`config.mk`:
```
export PLATFORM = sky130hd
export DESIGN_NAME = chg_req_limiter
export DESIGN_NICKNAME = d
export VERILOG_FILES = /design/src/rtl/chg_lim_pkg.sv /design/src/rtl/chg_cur_limiter.sv /design/src/rtl/chg_volt_limiter.sv /design/src/rtl/chg_wdog.sv /design/src/rtl/chg_req_limiter.sv
export SDC_FILE = /design/constraint.sdc
export NUM_CORES = 1
export LEC_CHECK = 0
export ABC_AREA = 1
export CAP_MARGIN = 20
export CORE_UTILIZATION = 30
export DETAILED_ROUTE_END_ITERATION = 12
export DONT_BUFFER_PORTS = 1
export PLACE_DENSITY_LB_ADDON = 0.08
export SETUP_SLACK_MARGIN = 0.5
export SYNTH_ARGS = -nofsm -noshare
export SYNTH_HDL_FRONTEND = slang
export SYNTH_HIERARCHICAL = 1
export SYNTH_SLANG_ARGS = --single-unit
export TNS_END_PERCENT = 30
```
`constraint.sdc`:
```
create_clock -name clk -period 1.95 [get_ports clk]
set_input_delay 0.0975 -clock clk [delete_from_list [all_inputs] [get_ports clk]]
set_output_delay 0.0975 -clock clk [all_outputs]
set_load 0.03 [all_outputs]
```
`src/rtl/chg_lim_pkg.sv`:
```
package chg_lim_pkg;

  localparam int WORD_W    = 16;
  localparam int VOLT_DROP = 4;

  typedef logic [WORD_W-1:0] word_t;

  localparam word_t WAKE_CUR = word_t'(80);

  // Over-range threshold of the current channel per range code.
  function automatic word_t cur_thresh(input logic [1:0] code);
    case (code)
      2'd0:    return word_t'(16'h0400);
      2'd1:    return word_t'(16'h0800);
      2'd2:    return word_t'(16'h0C00);
      default: return word_t'(16'h1000);
    endcase
  endfunction

  // Number of low bits dropped for the current step size.
  function automatic logic [1:0] cur_drop(input logic [1:0] code);
    case (code)
      2'd0:    return 2'd0;
      2'd1:    return 2'd1;
      default: return 2'd2;
    endcase
  endfunction

  // Over-range threshold of the voltage channel per range code.
  function automatic word_t volt_thresh(input logic [2:0] code);
    case (code)
      3'd0:    return word_t'(16'h1090);
      3'd1:    return word_t'(16'h10D0);
      3'd2:    return word_t'(16'h1150);
      3'd3:    return word_t'(16'h11A0);
      default: return word_t'(16'h1580);
    endcase
  endfunction

endpackage

```
`src/rtl/chg_cur_limiter.sv`:
```
module chg_cur_limiter
  import chg_lim_pkg::*;
(
  input  word_t       req_i,
  input  logic [1:0]  code_i,
  output word_t       cmd_o,
  output logic        ovr_o,
  output logic        zero_o
);

  word_t thr;
  word_t step;

  always_comb begin
    thr    = cur_thresh(code_i);
    step   = word_t'(1) << cur_drop(code_i);
    zero_o = (req_i == '0);
    ovr_o  = (req_i >= thr);
    if (ovr_o) begin
      cmd_o = thr - step;
    end else begin
      cmd_o = req_i & ~(step - word_t'(1));
    end
  end

endmodule

```
`src/rtl/chg_volt_limiter.sv`:
```
module chg_volt_limiter
  import chg_lim_pkg::*;
(
  input  word_t       req_i,
  input  logic [2:0]  code_i,
  output word_t       cmd_o,
  output logic        ovr_o
);

  localparam word_t STEP = word_t'(1) << VOLT_DROP;

  word_t thr;

  always_comb begin
    thr   = volt_thresh(code_i);
    ovr_o = (req_i >= thr);
    if (ovr_o) begin
      cmd_o = thr - STEP;
    end else begin
      cmd_o = req_i & ~(STEP - word_t'(1));
    end
  end

endmodule

```
`src/rtl/chg_wdog.sv`:
```
module chg_wdog #(
  parameter int unsigned TICKS = 2_000_000,
  localparam int CW = $clog2(TICKS + 1)
) (
  input  logic clk,
  input  logic rst_n,
  input  logic kick_i,
  output logic fire_o
);

  logic [CW-1:0] cnt_q;

  assign fire_o = !kick_i && (cnt_q == CW'(TICKS - 1));

  always_ff @(posedge clk or negedge rst_n) begin
    if (!rst_n) begin
      cnt_q <= '0;
    end else if (kick_i) begin
      cnt_q <= '0;
    end else if (cnt_q != CW'(TICKS)) begin
      cnt_q <= cnt_q + CW'(1);
    end
  end


  wdog_cnt_bound_chk: assert property (@(posedge clk) disable iff (!rst_n)
    cnt_q <= CW'(TICKS));


  wdog_hold_chk: assert property (@(posedge clk) disable iff (!rst_n)
    fire_o |=> (cnt_q == CW'(TICKS)));


  wdog_kick_chk: assert property (@(posedge clk) disable iff (!rst_n)
    kick_i |=> (cnt_q == '0));

endmodule

```
`src/rtl/chg_req_limiter.sv`:
```
module chg_req_limiter
  import chg_lim_pkg::*;
#(
  parameter int unsigned WDOG_TICKS = 2_000_000
) (
  input  logic        clk,
  input  logic        rst_n,
  input  logic        cur_valid,
  output logic        cur_ready,
  input  logic [15:0] cur_word,
  input  logic        volt_valid,
  output logic        volt_ready,
  input  logic [15:0] volt_word,
  input  logic [1:0]  ilim_sel,
  input  logic [2:0]  vlim_sel,
  output logic [15:0] cur_dac,
  output logic [15:0] volt_dac,
  output logic        cur_ovr,
  output logic        volt_ovr,
  output logic        chg_off,
  output logic        wdog_to
);

  logic  rdy_q;
  logic  cur_acc, volt_acc, any_acc;
  word_t c_cmd, v_cmd;
  logic  c_ovr, c_zero, v_ovr;
  logic  wd_fire;
  word_t cur_q, volt_q;
  logic  cur_ovr_q, volt_ovr_q, off_q, to_q;

  assign cur_acc  = cur_valid  && rdy_q;
  assign volt_acc = volt_valid && rdy_q;
  assign any_acc  = cur_acc || volt_acc;

  chg_cur_limiter u_cur (
    .req_i  (cur_word),
    .code_i (ilim_sel),
    .cmd_o  (c_cmd),
    .ovr_o  (c_ovr),
    .zero_o (c_zero)
  );

  chg_volt_limiter u_volt (
    .req_i  (volt_word),
    .code_i (vlim_sel),
    .cmd_o  (v_cmd),
    .ovr_o  (v_ovr)
  );

  chg_wdog #(.TICKS(WDOG_TICKS)) u_wdog (
    .clk    (clk),
    .rst_n  (rst_n),
    .kick_i (any_acc),
    .fire_o (wd_fire)
  );

  always_ff @(posedge clk or negedge rst_n) begin
    if (!rst_n) begin
      rdy_q      <= 1'b0;
      cur_q      <= WAKE_CUR;
      volt_q     <= '0;
      cur_ovr_q  <= 1'b0;
      volt_ovr_q <= 1'b0;
      off_q      <= 1'b0;
      to_q       <= 1'b0;
    end else begin
      rdy_q <= 1'b1;
      if (wd_fire) begin
        cur_q      <= '0;
        volt_q     <= '0;
        cur_ovr_q  <= 1'b0;
        volt_ovr_q <= 1'b0;
        off_q      <= 1'b1;
        to_q       <= 1'b1;
      end else begin
        if (cur_acc) begin
          cur_q     <= c_cmd;
          cur_ovr_q <= c_ovr;
          off_q     <= c_zero;
        end
        if (volt_acc) begin
          volt_q     <= v_cmd;
          volt_ovr_q <= v_ovr;
        end
        if (any_acc) begin
          to_q <= 1'b0;
        end
      end
    end
  end

  assign cur_ready  = rdy_q;
  assign volt_ready = rdy_q;
  assign cur_dac    = cur_q;
  assign volt_dac   = volt_q;
  assign cur_ovr    = cur_ovr_q;
  assign volt_ovr   = volt_ovr_q;
  assign chg_off    = off_q;
  assign wdog_to    = to_q;


  cur_ceiling_chk: assert property (@(posedge clk) disable iff (!rst_n)
    cur_dac <= 16'h0FFC);


  cur_ovr_val_chk: assert property (@(posedge clk) disable iff (!rst_n)
    cur_ovr |-> (cur_dac == 16'h03FF || cur_dac == 16'h07FE ||
                 cur_dac == 16'h0BFC || cur_dac == 16'h0FFC));


  cur_step2_chk: assert property (@(posedge clk) disable iff (!rst_n)
    (cur_dac > 16'h03FF) |-> !cur_dac[0]);


  cur_step4_chk: assert property (@(posedge clk) disable iff (!rst_n)
    (cur_dac > 16'h07FE) |-> (cur_dac[1:0] == 2'b00));


  off_zero_chk: assert property (@(posedge clk) disable iff (!rst_n)
    chg_off |-> (cur_dac == 16'h0000 && !cur_ovr));


  volt_step_chk: assert property (@(posedge clk) disable iff (!rst_n)
    volt_dac[3:0] == 4'h0);


  volt_ceiling_chk: assert property (@(posedge clk) disable iff (!rst_n)
    volt_dac < 16'h1580);


  wdog_zero_chk: assert property (@(posedge clk) disable iff (!rst_n)
    wdog_to |-> (cur_dac == 16'h0000 && volt_dac == 16'h0000 &&
                 !cur_ovr && !volt_ovr && chg_off));


  wdog_rise_chk: assert property (@(posedge clk) disable iff (!rst_n)
    $rose(wdog_to) |-> $past(!cur_valid && !volt_valid));


  ready_pair_chk: assert property (@(posedge clk) disable iff (!rst_n)
    cur_ready == volt_ready);

endmodule

```
* Yosys cells after proc, flatten, opt, wreduce, memory -nomap -nowiden
Cells that the tools add are included.
** Storage, ports and cells
- Register bits after elaboration :: 58
- Input bits :: 41
- Output and inout port bits :: 38
- Word-level logic and storage cells :: 55
** Operators by class
- Add/sub/neg operators :: 4
- $lt $le $gt $ge :: 2
- Equal/unequal tests :: 7
- Shifts and indexed selects :: 1
- Multiplexer cells :: 19
- Bitwise logic cells :: 2
- Reductions and logical operators :: 12
** Operators by type and width (number)
- $mux 16 :: 6
- $pmux 11 s4 :: 1
- $mux 21 :: 2
- $pmux 13 s3 :: 1
- $ge 16x13->1 :: 2
- $add 21x1->21 const B :: 1
- $eq 21x21->1 const B :: 1
- $ne 21x21->1 const B :: 1
- $and 16x16->16 :: 1
- $logic_not 16->1 :: 1
- $not 16->16 :: 1
- $shl 1x2->16 const A :: 1
- $sub 13x16->16 :: 1
- $sub 16x1->16 const B :: 1
- $sub 13x5->14 const B :: 1
- $mux 1 :: 8
- $reduce_bool 2->1 :: 4
- $eq 3x2->1 const B :: 2
- $pmux 2 s2 :: 1
- $eq 3x1->1 const B :: 1
- $logic_and 1x1->1 :: 3
- $logic_not 3->1 :: 1
- $eq 2x1->1 const B :: 1
- $eq 2x2->1 const B :: 1
- other kinds (3) :: 3

* Logic depth before layout (Yosys ltp)
- Depth in word-level cells :: 9
- Depth in mapped cells :: 17
- Mapped depth without buffers :: 17

* Hierarchy
Netlist, hierarchy kept.
** By module, submodules not included
- chg_req_limiter :: instances 1, cells each 236, area each 1796.7 um2
- chg_wdog :: instances 1, cells each 196, area each 1333.8 um2
- chg_cur_limiter :: instances 1, cells each 90, area each 471.7 um2
- chg_volt_limiter :: instances 1, cells each 79, area each 447.9 um2

* Worst setup path after synthesis
No wires, ideal clock.
- Kind :: register -> register
- From :: register rdy_q (netlist: cur_ready)
- To :: register off_q (netlist: chg_off)
- Library setup time :: 117 ps
- Arrival time :: 2130 ps
- Data required time :: 1833 ps
- Path slack :: -298 ps
- Stages on the path, launching flop included :: 14
- Buffers on the path :: 5
- Clock period less this slack :: 2248 ps
- Path through :: dfrtp_1 nand2_1 buf_2 buf_4 nand2_1 nor3_1 nand3b_1 nor4_1 buf_6 inv_6 buf_8 buf_6 nand3_1 nand2_1
** Between the ends
- Longest elaborated chain between the ends :: 5
- Elaborated cells on any way between the ends :: 7
** RTL lines
- start, declared :: line chg_req_limiter.sv:24 : logic rdy_q;
- start signal, assigned :: line chg_req_limiter.sv:60 : rdy_q <= 1'b0;
- start signal, assigned :: line chg_req_limiter.sv:68 : rdy_q <= 1'b1;
- $logic_and 1x1->1, on equally long branches :: line chg_req_limiter.sv:32, chg_req_limiter.sv:33
- $logic_or 1x1->1 * :: line chg_req_limiter.sv:34 : assign any_acc = cur_acc || volt_acc;
- via any_acc :: line chg_req_limiter.sv:25 : logic cur_acc, volt_acc, any_acc;
- $logic_not 1->1 * :: line chg_wdog.sv:13 : assign fire_o = !kick_i && (cnt_q == CW'(TICKS - 1));
- $logic_and 1x1->1 * :: line chg_wdog.sv:13
- via wd_fire :: line chg_req_limiter.sv:28 : logic wd_fire;
- $mux 1 or $reduce_bool 2->1 (tied branches)
- end signal, assigned :: line chg_req_limiter.sv:80 : off_q <= c_zero;
- end, declared :: line chg_req_limiter.sv:30 : logic cur_ovr_q, volt_ovr_q, off_q, to_q;
Mark *: on every way through the listed nets, which the timed path passes. The rest lies on a longest branch.
A chain may end at the register's enable or synchronous reset.

* Worst setup path after layout
- From :: register u_wdog.cnt_q[11]
- To :: register cur_q[3] (netlist: cur_dac[3])
** Between the ends
- Longest elaborated chain between the ends :: 3
- Elaborated cells on any way between the ends :: 4
** RTL lines
- start, declared :: line chg_wdog.sv:11 : logic [CW-1:0] cnt_q;
- start signal, assigned :: line chg_wdog.sv:21 : cnt_q <= cnt_q + CW'(1);
- $eq 21x21->1 * :: line chg_wdog.sv:13
- $logic_and 1x1->1 * :: line chg_wdog.sv:13
- via wd_fire :: line chg_req_limiter.sv:28
- $mux 16 or $reduce_bool 2->1 (tied branches)
- end signal, assigned :: line chg_req_limiter.sv:78 : cur_q <= c_cmd;
- end, declared :: line chg_req_limiter.sv:29 : word_t cur_q, volt_q;
Marks and branches as above.

==> impl_results.md <==
- Outcome: complete, no violations
- Total number of vias: 3500
- Clk_skew: 0.006800 ns
- Antenna cells: 0
- Final Hold Viols: 0
- HP Class: primary input to flip-flop
- IO Pins: 79
- Final Critical Period: 1.679 ns
- Top cell family by delay on the critical path: simple AND/OR/NAND/NOR gates
- Port bufs: 0
- Htree depth: 3
- Max Cap Viol: 0
- Initial antenna violation count: 0
- Core outline area: 13190 µm²
- Share of cells above drive strength 1: 14.56%
- DRT Pass-1 Iters: 4
- Cell count after synthesis: 601
- Clock buffer depth: 2
- Vias per cell: 4.370
- Peak supply drop: 464.8 µV
- CP Cell Sequence: inv_1, nand4_1, nor4_4, buf_6, inv_8, buf_12, nand3_1, nand2_1
- Area grow syn2layout: 16.31%
- Max incr delay on CP: 0.40 ns
- CP max-delay cell: dfrtp_1
- Highest Clock Rate: 595.7 MHz
- Arrival time worst endpoint: 1.90 ns
- Endpoints failing setup: 0
- Grt ovf: 0
- Die Wd: 118.2 µm
- Worst-path maximum fanout: 16
- Starting Density: 30.71%
- Residual DRC: 0
- Mapped Avg Cell Area: 6.739 µm²
- Routed WL: 10310 µm
- Crit. End Element: flip-flop
- DR WL/cell: 12.87 µm
- Antenna Nets Post-Route: 0
- Max Slew Vio Count: 0
- Pwr dens: 735.3 nW/µm²
- Static Leak: 2.434 nW
- Synth area leaders: dfrtp_1 35%, nand2_1 17%, nor2_1 8.4%
- Setup WS post-layout: 0.2712 ns
- First-pass GRT wire length: 17040 µm
- Final period util: 86.09%
- Largest net degree at the start of global routing: 59
- Mapped Area: 4050 µm²
- Seq/Total Area, Yosys: 35.90%
- Vias in the first global route: 3406
- Crit path kind: flip-flop to flip-flop
- Die area: 13970 µm²
- Total clock sinks: 58
- Die Y: 118.2 µm
- Fraction of registers with async set/reset: 100.0%
- Tot GR Track Use: 15.57%
- FILL cells: 1471
- CP required: 2.17 ns
- Setup WS pre-CTS: -0.02080 ns
- Ys flop type: dfrtp_1
- CTS tree: done
- Clock root buffer: clkbuf_16
- CTS buffer count: 9
- DRT iter0 DRCs: 138
- Synth Warn #: 6
- RSZ-0062 raised after global routing: yes
- Finished Core Util: 35.71%
- Overall power: 3.464 mW
- Total Nets Final: 678
- FF+latch area: 1456 µm²
- Top-area cell type share of the netlist area: 34.60%
- Post-synth EDFFs: 0
- Clock Pin Slew Worst Setup and Hold Paths: 0.06 ns
- Buf/Inv on CP: 4
- Final Wtd Congestion: 0.8255
- Num rows: 42
- Synth area leader: dfrtp_1
- Later-pin clock latency in the skew report: 0.33 ns
- Crit path launch type: flip-flop
- DP HPWL: 7593 µm
- Number of synthesized register bits: 58
- Post-synthesis cell type count: 35
- Area of the multi-input gates: 2127 µm²
-- state kept, by name (all words and copies together) (netlist names) --
name,flops
chg_off,1
cur_dac,16
cur_ovr,1
cur_ready,1
u_wdog/cnt_q,21
volt_dac,16
volt_ovr,1
wdog_to,1
-- worst register-to-register path: cells and delay by family (launching register included) --
family / cells / cell delay [ns]
buf+inv: 4 / 0.52
flops: 1 / 0.40
simple gates: 4 / 0.65
-- synthesized netlist by cell type, types with 3 or more instances --
cell type  count
buf_6          4
dfrtp_1       56
a21oi_1        6
buf_4         13
conb_1         3
buf_2          7
inv_2          3
inv_1         90
nand4_1        5
nor2_2        12
nand3_1       58
nand2_1      182
nor3_1         6
o21ai_0        8
xor2_1         6
nand2_4        3
nor2_1        91
nand2_2        8
ha_1          17
-- repair_timing --
action | 4_1_cts | 5_1_grt
pin swaps | 5 | 0
endpoints found under the setup margin | 41 | 49
gates resized for setup | 12 | 7
setup buffers | 3 | 1
hold endpoints to repair | 58 | 58
-- per-stage QoR --
step | TNS (ns) | hold slack, ns | instance area, µm² | cells
after floorplan | -2.539 | -0.1981 | 4115 | 609
after global placement | 0 | -0.1962 | 4302 | 779
after detailed placement | -0.1678 | -0.1962 | 4302 | 779
after CTS | 0 | -0.5592 | 4638 | 798
after global routing | 0 | 0.03483 | 4711 | 801
final | 0 | 0.02393 | 4711 | 801
-- metal layers --
metal | share of wire [%] | GRT usage [%]
met5 | 0 | 0
met4 | 0.91 | 4.968
met3 | 5.9 | 5.454
met2 | 47 | 24.56
met1 | 47 | 19.82
-- final cells by class --
class / instances / share of cell area (%)
multi-input combinational: 429 / 45.15
sequential: 58 / 30.92
inverter: 95 / 7.782
timing repair buffer: 27 / 5.710
clock buffer: 10 / 5.073
tap: 176 / 4.675
clock inverter: 6 / 0.6906
-- path summary, 6_finish.rpt --
kind,start,end,slack (ns),cells after the start
worst min-delay path,cur_word[6],cur_dac[6],0.02,6
worst max-delay path,u_wdog/cnt_q[11],cur_dac[3],0.27,8
max in group asynchronous,rst_n,cur_ready,1.36,2
min in group asynchronous,rst_n,u_wdog/cnt_q[0],0.31,2
worst min register to register,cur_dac[4],cur_dac[4],0.57,2
worst max register to register,u_wdog/cnt_q[11],cur_dac[3],0.27,8
-- cells in the final DEF (no fill, tap or decap), types with 2 or more instances in the layout --
cell,n
inv_1,89
o21ai_0,8
nor3_1,5
xor2_1,6
buf_4,18
clkinv_2,5
nand2_4,4
conb_1,11
dfrtp_1,54
ha_1,16
nand3_1,57
xnor2_1,2
dfstp_2,2
a21oi_1,6
nand2_1,178
buf_6,5
inv_2,4
nand2_2,10
nor2_2,13
buf_12,2
nand4_1,5
nand3b_1,2
dfrtp_2,2
nand3_2,3
nor2_1,90
clkbuf_16,9
o21ai_1,2
nor3b_1,2
-- where the power goes --
| part | switching [mW] | internal [mW] | total [mW] |
|---|---|---|---|
| clock network | 0.577 | 0.881 | 1.46 |
| logic | 0.267 | 0.173 | 0.440 |
| registers | 0.260 | 1.31 | 1.57 |
| total | 1.10 | 2.36 | 3.46 |
-- kinds of logic after synthesis --
family / count (synthesis) / share of synthesized area, %
fa+ha+maj: 17 / 5.252
flops: 58 / 35.90
simple gates: 375 / 40.25
xor+xnor: 8 / 1.730
other cells: 3 / 0.2780
buf+inv: 122 / 13.93
compound gates: 18 / 2.657
Note: power is estimated with default switching activity, not from simulation.
